<file path="src/rtl/mdio_pkg.sv">
`timescale 1ns/1ps
package mdio_pkg;
  localparam int FRAME_BITS = 64;
  localparam int PRE_BITS   = 32;
  localparam int TA_FIRST   = 46;
  localparam int DATA_FIRST = 48;

  localparam logic [1:0] REG_SPEED = 2'd0;
  localparam logic [1:0] REG_CMD   = 2'd1;
  localparam logic [1:0] REG_EVENT = 2'd2;
  localparam logic [1:0] OP_READ   = 2'b10;
  localparam int         EVT_BIT   = 0;

  typedef enum logic [1:0] {S_IDLE, S_SHIFT, S_TAIL} seq_state_t;

  // bit i of the 64-bit frame: preamble ones, then command MSB first
  function automatic logic frame_bit(input logic [31:0] c, input logic [5:0] i);
    logic [5:0] k;
    k = 6'd63 - i;
    if (i < 6'(PRE_BITS)) return 1'b1;
    return c[k[4:0]];
  endfunction
endpackage

</file>
<file path="src/rtl/mdio_clkdiv.sv">
`timescale 1ns/1ps
module mdio_clkdiv #(
  parameter int DIV_W = 6
) (
  input  logic             clk,
  input  logic             rst_n,
  input  logic             run,
  input  logic [DIV_W-1:0] div,
  output logic             mdc,
  output logic             rise,
  output logic             fall
);
  localparam logic [DIV_W-1:0] ONE = DIV_W'(1);

  logic [DIV_W-1:0] cnt_q, cnt_d;
  logic             mdc_q, mdc_d;
  logic             active, wrap;

  assign active = run && (div != '0);
  assign wrap   = (cnt_q == div - ONE);
  assign rise   = active && wrap && !mdc_q;
  assign fall   = active && wrap &&  mdc_q;
  assign mdc    = mdc_q;

  always_comb begin
    cnt_d = cnt_q;
    mdc_d = mdc_q;
    if (!active) begin
      cnt_d = '0;
      mdc_d = 1'b0;
    end else if (wrap) begin
      cnt_d = '0;
      mdc_d = ~mdc_q;
    end else begin
      cnt_d = cnt_q + ONE;
    end
  end

  always_ff @(posedge clk or negedge rst_n) begin
    if (!rst_n) begin
      cnt_q <= '0;
      mdc_q <= 1'b0;
    end else begin
      cnt_q <= cnt_d;
      mdc_q <= mdc_d;
    end
  end

  AST_DIV_ZERO_PARKS: assert property (@(posedge clk) disable iff (!rst_n)
    (div == '0) |=> !mdc_q);
endmodule

</file>
<file path="src/rtl/mdio_seq.sv">
`timescale 1ns/1ps
module mdio_seq
  import mdio_pkg::*;
#(
  parameter int HOLD_W = 3
) (
  input  logic              clk,
  input  logic              rst_n,
  input  logic              start,
  input  logic [31:0]       cmd,
  input  logic [HOLD_W-1:0] hold,
  input  logic              rise,
  input  logic              fall,
  input  logic              mdio_i,
  output logic              run,
  output logic              busy,
  output logic              done,
  output logic [15:0]       rx_data,
  output logic              mdio_o,
  output logic              mdio_oe
);
  localparam logic [5:0] LAST_IDX = 6'(FRAME_BITS - 1);

  seq_state_t        st_q, st_d;
  logic [5:0]        idx_q, idx_d, idx_nx;
  logic [HOLD_W-1:0] hcnt_q, hcnt_d;
  logic              pend_q, pend_d;
  logic              nxo_q, nxo_d, nxoe_q, nxoe_d;
  logic              o_q, o_d, oe_q, oe_d;
  logic [15:0]       rx_q, rx_d;
  logic              done_q, done_d;
  logic              is_rd, apply, nx_drive;

  assign is_rd    = (cmd[29:28] == OP_READ);
  assign apply    = pend_q && (hcnt_q == '0);
  assign idx_nx   = idx_q + 6'd1;
  assign nx_drive = !(is_rd && (idx_nx >= 6'(TA_FIRST)));

  always_comb begin
    st_d = st_q; idx_d = idx_q; hcnt_d = hcnt_q; pend_d = pend_q;
    nxo_d = nxo_q; nxoe_d = nxoe_q; o_d = o_q; oe_d = oe_q;
    rx_d = rx_q; done_d = 1'b0;
    if (pend_q) begin
      if (apply) begin
        o_d    = nxo_q;
        oe_d   = nxoe_q;
        pend_d = 1'b0;
      end else begin
        hcnt_d = hcnt_q - 1'b1;
      end
    end
    case (st_q)
      S_IDLE: if (start) begin
        st_d = S_SHIFT; idx_d = '0; pend_d = 1'b0;
        o_d = 1'b1; oe_d = 1'b1; rx_d = '0;
      end
      S_SHIFT: begin
        if (rise && (idx_q >= 6'(DATA_FIRST))) rx_d = {rx_q[14:0], mdio_i};
        if (fall) begin
          pend_d = 1'b1;
          hcnt_d = hold;
          if (idx_q == LAST_IDX) begin
            st_d = S_TAIL; nxo_d = 1'b0; nxoe_d = 1'b0;
          end else begin
            idx_d  = idx_nx;
            nxoe_d = nx_drive;
            nxo_d  = nx_drive && frame_bit(cmd, idx_nx);
          end
        end
      end
      S_TAIL: if (apply) begin
        st_d = S_IDLE; done_d = 1'b1;
      end
      default: st_d = S_IDLE;
    endcase
  end

  always_ff @(posedge clk or negedge rst_n) begin
    if (!rst_n) begin
      st_q <= S_IDLE; idx_q <= '0; hcnt_q <= '0; pend_q <= 1'b0;
      nxo_q <= 1'b0; nxoe_q <= 1'b0; o_q <= 1'b0; oe_q <= 1'b0;
      rx_q <= '0; done_q <= 1'b0;
    end else begin
      st_q <= st_d; idx_q <= idx_d; hcnt_q <= hcnt_d; pend_q <= pend_d;
      nxo_q <= nxo_d; nxoe_q <= nxoe_d; o_q <= o_d; oe_q <= oe_d;
      rx_q <= rx_d; done_q <= done_d;
    end
  end

  assign run     = (st_q == S_SHIFT);
  assign busy    = (st_q != S_IDLE);
  assign done    = done_q;
  assign rx_data = rx_q;
  assign mdio_o  = o_q;
  assign mdio_oe = oe_q;

  AST_READ_RELEASED: assert property (@(posedge clk) disable iff (!rst_n)
    (st_q == S_SHIFT && is_rd && idx_q >= 6'(TA_FIRST) && !pend_q) |-> !oe_q);
endmodule

</file>
<file path="src/rtl/mdio_frame_master.sv">
`timescale 1ns/1ps
module mdio_frame_master
  import mdio_pkg::*;
#(
  parameter int DIV_W  = 6,
  parameter int HOLD_W = 3
) (
  input  logic        clk,
  input  logic        rst_n,
  input  logic        bus_we,
  input  logic [1:0]  bus_addr,
  input  logic [31:0] bus_wdata,
  output logic [31:0] bus_rdata,
  output logic        mdc,
  input  logic        mdio_i,
  output logic        mdio_o,
  output logic        mdio_oe
);
  localparam int HOLD_LSB = 8;
  localparam int HOLD_MSB = HOLD_LSB + HOLD_W - 1;

  logic [DIV_W-1:0]  div_q, div_d;
  logic [HOLD_W-1:0] hold_q, hold_d;
  logic [31:0]       cmd_q, cmd_d;
  logic              evt_q, evt_d;
  logic              launch, busy, run, done, rise, fall;
  logic [15:0]       rx_data;

  assign launch = bus_we && (bus_addr == REG_CMD) && !busy && (div_q != '0);

  always_comb begin
    div_d = div_q; hold_d = hold_q; cmd_d = cmd_q; evt_d = evt_q;
    if (bus_we && bus_addr == REG_SPEED) begin
      div_d  = bus_wdata[DIV_W:1];
      hold_d = bus_wdata[HOLD_MSB:HOLD_LSB];
    end
    if (launch) cmd_d = bus_wdata;
    else if (done && cmd_q[29:28] == OP_READ) cmd_d[15:0] = rx_data;
    if (bus_we && bus_addr == REG_EVENT && bus_wdata[EVT_BIT]) evt_d = 1'b0;
    if (done) evt_d = 1'b1;
  end

  always_ff @(posedge clk or negedge rst_n) begin
    if (!rst_n) begin
      div_q <= '0; hold_q <= '0; cmd_q <= '0; evt_q <= 1'b0;
    end else begin
      div_q <= div_d; hold_q <= hold_d; cmd_q <= cmd_d; evt_q <= evt_d;
    end
  end

  always_comb begin
    bus_rdata = '0;
    case (bus_addr)
      REG_SPEED: begin
        bus_rdata[DIV_W:1]           = div_q;
        bus_rdata[HOLD_MSB:HOLD_LSB] = hold_q;
      end
      REG_CMD:   bus_rdata = cmd_q;
      REG_EVENT: bus_rdata[EVT_BIT] = evt_q;
      default:   bus_rdata = '0;
    endcase
  end

  mdio_clkdiv #(.DIV_W(DIV_W)) i_clkdiv (
    .clk(clk), .rst_n(rst_n), .run(run), .div(div_q),
    .mdc(mdc), .rise(rise), .fall(fall)
  );

  mdio_seq #(.HOLD_W(HOLD_W)) i_seq (
    .clk(clk), .rst_n(rst_n), .start(launch), .cmd(cmd_q), .hold(hold_q),
    .rise(rise), .fall(fall), .mdio_i(mdio_i), .run(run), .busy(busy),
    .done(done), .rx_data(rx_data), .mdio_o(mdio_o), .mdio_oe(mdio_oe)
  );

  AST_IDLE_PARKED: assert property (@(posedge clk) disable iff (!rst_n)
    !busy |-> (!mdc && !mdio_oe));
  AST_HOLD_STABLE: assert property (@(posedge clk) disable iff (!rst_n)
    (mdc && $past(mdc) && (int'(hold_q) + 1 < int'(div_q))) |-> ($stable(mdio_o) && $stable(mdio_oe)));
  AST_EVENT_CAUSE: assert property (@(posedge clk) disable iff (!rst_n)
    $rose(evt_q) |-> $past(done));
  AST_CMD_FROZEN: assert property (@(posedge clk) disable iff (!rst_n)
    (busy && $past(busy)) |-> $stable(cmd_q));
endmodule

</file>
<file path="config.mk">
export PLATFORM = sky130hd
export DESIGN_NAME = mdio_frame_master
export DESIGN_NICKNAME = d
export VERILOG_FILES = /design/src/rtl/mdio_pkg.sv /design/src/rtl/mdio_clkdiv.sv /design/src/rtl/mdio_seq.sv /design/src/rtl/mdio_frame_master.sv
export SDC_FILE = /design/constraint.sdc
export NUM_CORES = 1
export LEC_CHECK = 0
export ABC_AREA = 1
export BUFFER_PORTS_ARGS = -buffer_cell sky130_fd_sc_hd__buf_4
export CORE_MARGIN = 2
export CORE_UTILIZATION = 30
export DETAILED_ROUTE_END_ITERATION = 10
export GPL_TIMING_DRIVEN = 1
export HOLD_SLACK_MARGIN = 0.08
export PLACE_DENSITY = 0.6
export SLEW_MARGIN = 10
export SYNTH_ARGS = -nofsm -noshare
export SYNTH_HDL_FRONTEND = slang
export SYNTH_SLANG_ARGS = --single-unit
</file>
<file path="constraint.sdc">
create_clock -name clk -period 2.3 [get_ports clk]
set_input_delay 0.46 -clock clk [delete_from_list [all_inputs] [get_ports clk]]
set_output_delay 0.46 -clock clk [all_outputs]
set_load 0.02 [all_outputs]
</file>
# Word-level counts from Yosys, hierarchy flattened
# Cells that the tools add are included.
# W data, S select, Z words.
[totals]
regBits = 82
latchBits = 0
output_inout_bits = 35
rom_bits = 0
wordCells = 128
in_bits = 38
ramBits = 0
mem_count = 0
[op_classes]
n_eq_ne = 14
n_addsub = 5
n_shift = 0
mux = 57
div = 0
n_bitwise = 1
n_reduce_logical = 30
multipliers = 0
order_cmp = 4
[op_table]
columns = ["cell", "n"]
rows = [
  ["$mux W16", 4],
  ["$pmux W16 S2", 1],
  ["$mux W1", 31],
  ["$mux W6", 5],
  ["$pmux W6 S2", 2],
  ["$mux W21", 1],
  ["$logic_and A1 B1 Y1", 15],
  ["$add A6 B1 Y6 const B", 2],
  ["$ge A6 B6 Y1 const B", 2],
  ["$mux W3", 4],
  ["$mux W2", 4],
  ["$ne A2 B1 Y1 const B", 4],
  ["$reduce_and A4 Y1", 2],
  ["$reduce_bool A2 Y1", 4],
  ["$eq A2 B2 Y1 const B", 3],
  ["$eq A6 B6 Y1", 1],
  ["$eq A6 B6 Y1 const B", 1],
  ["$lt A5 B6 Y1 const B", 1],
  ["$lt A6 B6 Y1 const B", 1],
  ["$ne A2 B2 Y1 const B", 3],
  ["$pmux W2 S3", 1],
  ["$pmux W3 S2", 1],
  ["$reduce_bool A6 Y1", 1],
  ["$sub A6 B1 Y6 const B", 1],
  ["other kinds (11)", 16],
]

# Depth between registers and ports, before layout
[depth]
ltp_word = 12
mapped_depth = 16
mapped_depth_nobuf = 15

# By module
# From an unflattened synthesis, not the netlist that was laid out.
[hier_totals]
hier_cells = 681
hier_area_um2 = 5008.6
[by_module_without_submodules]
columns = ["module", "area_per_inst_um2", "instances", "cells_per_inst", "seq_area_each_um2"]
rows = [
  ["mdio_frame_master", 2392.3, 1, 314, 1051.0],
  ["mdio_seq", 1938.1, 1, 273, 825.8],
  ["mdio_clkdiv", 678.2, 1, 94, 175.2],
]

# Worst setup path after synthesis
# Ideal clock, no wire load.
[synth_timing]
kind = "flip-flop to flip-flop"
startpoint = "reg div_q[0]"
endpoint = "reg i_seq.rx_q[10] (netlist: i_seq.rx_data[10])"
path_slack_ns = 0.363
n_path_buf = 1
arrival_time_ns = 1.820
setup_time_ns = 0.117
period_less_slack_ns = 1.937
stages_incl_launch_ff = 14
required_time_ns = 2.183
path_cell_list = "dfrtp_1 inv_1 ha_1 nand2_1 nand2_1 nor2_1 nand2_1 nor2_2 nand3_2 nor2_2 nand3_4 buf_2 nand3_1 nand2_1"
[synth_via]
elab_chain_len = 7
word_cells_on_any_way = 11
classes_between = "add/sub (1); eq/ne (3); reduce/logical (7)"
[synth_lines]
columns = ["element", "line_no", "source"]
rows = [
  ["from (decl)", "mdio_frame_master.sv:22", "logic [DIV_W-1:0] div_q, div_d;"],
  ["from (signal assigned)", "mdio_frame_master.sv:47", "div_q <= div_d; hold_q <= hold_d; cmd_q <= cmd_d; evt_q <= evt_d;"],
  ["$sub A6 B1 Y6 or $reduce_bool A6 Y1 (tied branches)", "mdio_clkdiv.sv:20, mdio_clkdiv.sv:19, mdio_frame_master.sv:29", ""],
  ["$eq A6 B6 Y1 or $logic_and A1 B1 Y1 (tied branches)", "mdio_clkdiv.sv:20, mdio_clkdiv.sv:19", ""],
  ["$logic_and A1 B1 Y1 (2 in a row)", "mdio_clkdiv.sv:21", "assign rise = active && wrap && !mdc_q;"],
  ["$logic_and A1 B1 Y1", "mdio_seq.sv:58", "if (rise && (idx_q >= 6'(DATA_FIRST))) rx_d = {rx_q[14:0], mdio_i};"],
  ["$ne A2 B1 Y1 (no source line)", "-", ""],
  ["$reduce_and A3 Y1 (no source line) (*)", "-", ""],
  ["to (signal assigned)", "mdio_seq.sv:86", "rx_q <= rx_d; done_q <= done_d;"],
  ["to (decl)", "mdio_seq.sv:30", "logic [15:0] rx_q, rx_d;"],
]
# Mark *: on every way between the ends. The rest lies on a longest branch, timed or not.
# A chain may end at the register's enable or synchronous reset.

# Worst setup path in the final report
[layout_timing]
startpoint = "reg div_q[0]"
endpoint = "reg i_seq.rx_q[12] (netlist: i_seq.rx_data[12])"
# The elaborated chain is that of the path after synthesis.

==> tab_implementation.tex <==
\begin{tabular}{lr}
\hline
Metric & Value \\
\hline
\multicolumn{2}{l}{\textbf{Synth}} \\
Share of the yosys chip area belonging to registers & 0.4502 \\
Seq cells post-synth & between 80 and 90 \\
Post-synthesis net count & between 600 and 700 \\
Cells taking the most area after synthesis & sky130\_fd\_sc\_hd\_\_dfrtp\_1, sky130\_fd\_sc\_hd\_\_nand2\_1, sky130\_fd\_sc\_hd\_\_inv\_1 \\
Cell taking the most area after synthesis & sky130\_fd\_sc\_hd\_\_dfrtp\_1 \\
Gate Count Post-Synth & between 600 and 700 \\
Portion of synthesized cell area occupied by the leading cell type & 0.4502 \\
Count of yosys warnings during synthesis & 0 \\
Synth cell types & 32 \\
Mapped Avg Cell Area & 7.316 sq um \\
Synthesized area & 4558 sq um \\
\multicolumn{2}{l}{\textbf{Timing}} \\
Setup TNS & 0 ps \\
Clock skew after layout & around 12 ps \\
Hold Slack & approximately 75 ps \\
Final hold viol count & 0 \\
Crit path time final & about 2100 ps \\
Ratio of final minimum period to clock period & 0.9065 \\
Setup repair after global routing missed its margin & false \\
Setup violation total in the final timing report & 0 \\
Post-route setup slack & $\sim$220 ps \\
Fmax & 0.4796 GHz \\
Normalized max-slew margin & 0.6439 \\
Final slew viol count & 0 \\
Worst Tran Pin Value & roughly 530 ps \\
\multicolumn{2}{l}{\textbf{Detailed routing}} \\
Via Count & between 4000 and 5000 \\
Number of remaining DRC errors & 0 \\
Sum of routed wire length over all layers & $\sim$12 mm \\
Avg WL per Cell & approximately 14 microns \\
Detail Route Antenna Nets & 0 \\
Detailed Route Iter0 Violations & about 250 \\
1st-pass router iterations & 4 \\
Avg Vias per Cell & approximately 4.6 \\
\multicolumn{2}{l}{\textbf{Global routing}} \\
Maximum number of pins on one net before global-route repair & 42 \\
Antenna violations before repair & 0 \\
Global Route Usage Sum & 0.1538 \\
Total congestion overflow after global routing & 0 \\
Number of global-route vias before repair & around 4000 \\
Global-route wire length before repair & $\sim$20 mm \\
\multicolumn{2}{l}{\textbf{Layout}} \\
Number of fill cells in the layout & 1557 \\
Commonest cells after routing, fill and taps aside & sky130\_fd\_sc\_hd\_\_nand2\_1, sky130\_fd\_sc\_hd\_\_inv\_1, sky130\_fd\_sc\_hd\_\_buf\_4 \\
Antenna diode count & 0 \\
Finished Cell Area & approximately 5700 sq um \\
Fin nets & between 700 and 800 \\
Cell Count, Final, Fillers Out & 897 \\
Area added between synthesis and finish & 25.64\% \\
Layout cell share with drive strength beyond 1 & 0.1707 \\
Most common cell after layout, fill and taps aside & sky130\_fd\_sc\_hd\_\_nand2\_1 \\
\multicolumn{2}{l}{\textbf{Power and ir drop}} \\
Maximum ir drop on the vdd rail & about 0.42 mV \\
LEAKAGE & between 3 and 4 nW \\
Pwr per Cell Area & around 890 nW/um\^{}2 \\
\multicolumn{2}{l}{\textbf{Clock tree}} \\
CTS tree & built \\
Master cell of the clock root buffer & sky130\_fd\_sc\_hd\_\_clkbuf\_16 \\
Hold-fix buffers at CTS & 0 \\
H-Tree Level Count & 3 \\
Insertion delay of the later-clocked pin in the worst-skew pair & 350 ps \\
Clock-pin slew on the worst setup and hold paths & roughly 70 ps \\
Longest Clk Path Bufs & 2 \\
Clock buffers created by TritonCTS & 9 \\
Clock sink count & 82 \\
\multicolumn{2}{l}{\textbf{Floorplanning}} \\
Die Outline Area & $\sim$16000 sq um \\
Io pins & between 70 and 80 \\
Width of the chip & around 130 microns \\
Effective utilization at floorplan & 0.3032 \\
Core region area & 15030 sq um \\
Chip Height & 127.3 microns \\
Std-Cell Rows & 45 \\
\multicolumn{2}{l}{\textbf{Placed design}} \\
Worst-case setup slack after placement & between 80 and 90 ps \\
Port Buffers & between 70 and 80 \\
Cell area after placement & 5356 sq um \\
RePlAce Congestion & $\sim$0.88 \\
Detailed placement HPWL & 8.886 mm \\
Post-Place Cells & 876 \\
\multicolumn{2}{l}{\textbf{Setup path}} \\
Element type at the critical path end & flop \\
Critical path class & reg -> reg \\
Critical R2R Launch & div\_q[0] \\
Startpoint of the worst setup timing path & div\_q[0] \\
Cells along the critical path & inv\_2, ha\_4, nand2\_1, nand2\_1, nor2\_2, nand2\_1, nor2\_2, nand3\_2, nor2\_4, nand3\_4, nand2\_4, nand2\_1, nand2\_1 \\
Most prevalent standard cell on the critical path & sky130\_fd\_sc\_hd\_\_nand2\_1 \\
Critical Path Max Stage Delay & $\sim$390 ps \\
Instance count on the critical path & 13 \\
Data required time at the worst endpoint & 2590 ps \\
Crit path to & i\_seq.rx\_data[12] \\
Worst Reg2Reg Path Length in Cells & 13 \\
RR Endpoint & i\_seq.rx\_data[12] \\
Critical-path cell with the highest stage delay & sky130\_fd\_sc\_hd\_\_dfrtp\_1 \\
Arrival time reported for the critical path endpoint & between 2000 and 2500 ps \\
Largest fanout on the critical path & 8 \\
Flop-to-flop setup slack & 220 ps \\
Worst path top cell family by delay & simple AND/OR/NAND/NOR gates \\
Category of the worst setup path launch point & flop \\
Number of buffer and inverter stages on the critical path & 1 \\
\multicolumn{2}{l}{\textbf{Hold path}} \\
Worst hold-check path type & in -> async \\
\multicolumn{2}{l}{\textbf{Flow run}} \\
Maximum capacitance violations & 0 \\
\multicolumn{2}{l}{\textbf{Status}} \\
Status & complete, no violations \\
\hline
\end{tabular}
## logic make-up after synthesis
logic type | count (synthesis) | share of synthesized area
AO/OA/AOI/OAI | 71 | 0.09635
adder cells (fa/ha/maj) | 9 | 0.02471
flip-flops | 82 | 0.4502
XOR/XNOR | 10 | 0.01922
buffers and inverters | 130 | 0.1128
AND/OR/NAND/NOR | 321 | 0.2967
## synth_stat cells, drive strengths merged
cell,n
nand2,197
inv,105
dfrtp,82
nand3,58
nor2,49
o21ai,35
clkbuf,12
buf,11
o211ai,11
nand4,10
o221ai,10
ha,9
xor2,8
o22ai,7
a21oi,5
nor3,3
clkinv,2
nor3b,2
o311ai,2
xnor2,2
and2,1
nand3b,1
o21bai,1
## flip-flops by register name, summed over array words and instances (netlist names)
signal / cells
div_q: 6
i_seq.pend_q: 1
i_seq.hcnt_q: 3
cmd_q: 32
evt_q: 1
hold_q: 3
i_seq.mdio_o: 1
i_seq.done: 1
i_seq.idx_q: 6
i_seq.rx_data: 16
i_seq.mdio_oe: 1
i_seq.st_q: 2
i_clkdiv.mdc: 1
i_seq.nxoe_q: 1
i_seq.nxo_q: 1
i_clkdiv.cnt_q: 6
## metal layers
layer	routed length [microns]	GRT usage
met5	0	0
met4	263	0.06206
met3	235	0.01884
met2	5716	0.2416
met1	6120	0.2163
## timing repair
item | 4_1_cts | 5_1_grt
endpoints found under the setup margin | 0 | 27
gates resized for setup | 0 | 6
endpoints found under the hold margin | 0 | 0
setup buffers | 0 | 2
## how the worst min path moves through the flow
stage	startpoint	endpoint	slack, ps
after floorplan	rst_n	cmd_q[0]	160
after global placement	rst_n	cmd_q[6]	460
after detailed placement	rst_n	cmd_q[6]	460
after CTS	rst_n	cmd_q[8]	90
after global routing	rst_n	hold_q[1]	110
final	rst_n	cmd_q[8]	80
## metrics by stage
stage | util | power (W)
after global placement | 0.3563 | 0.003610
after global routing | 0.3809 | 0.005450
after detailed placement | 0.3563 | 0.003637
after floorplan | - | 0.003042
after CTS | 0.3759 | 0.005098
final | 0.3809 | 0.005097
## worst register-to-register path: cells and delay by family, from the launching register on
| family | cells | cell delay (ps) |
|---|---|---|
| and+or+nand+nor | 11 | 1270 |
| DFF | 1 | 390 |
| adders and majority gates | 1 | 230 |
| buffers and inverters | 1 | 140 |
## area by class of cell
class	instances	area (sq um)	area share
inverters	107	401.6	0.07013
flip-flops and latches	82	2052	0.3583
clock inverters	7	70.07	0.01224
repair buffers	90	688.2	0.1202
multi-input cells	414	2054	0.3588
well taps	188	235.2	0.04108
clock buffers	9	225.2	0.03933
## power breakdown
group | internal, W | switching (W) | total (W)
combinational | 0.000605 | 0.000966 | 0.00157
clock | 0.000839 | 0.000617 | 0.00146
sequential | 0.00180 | 0.000267 | 0.00207
Power figures use the tool's default switching activity.
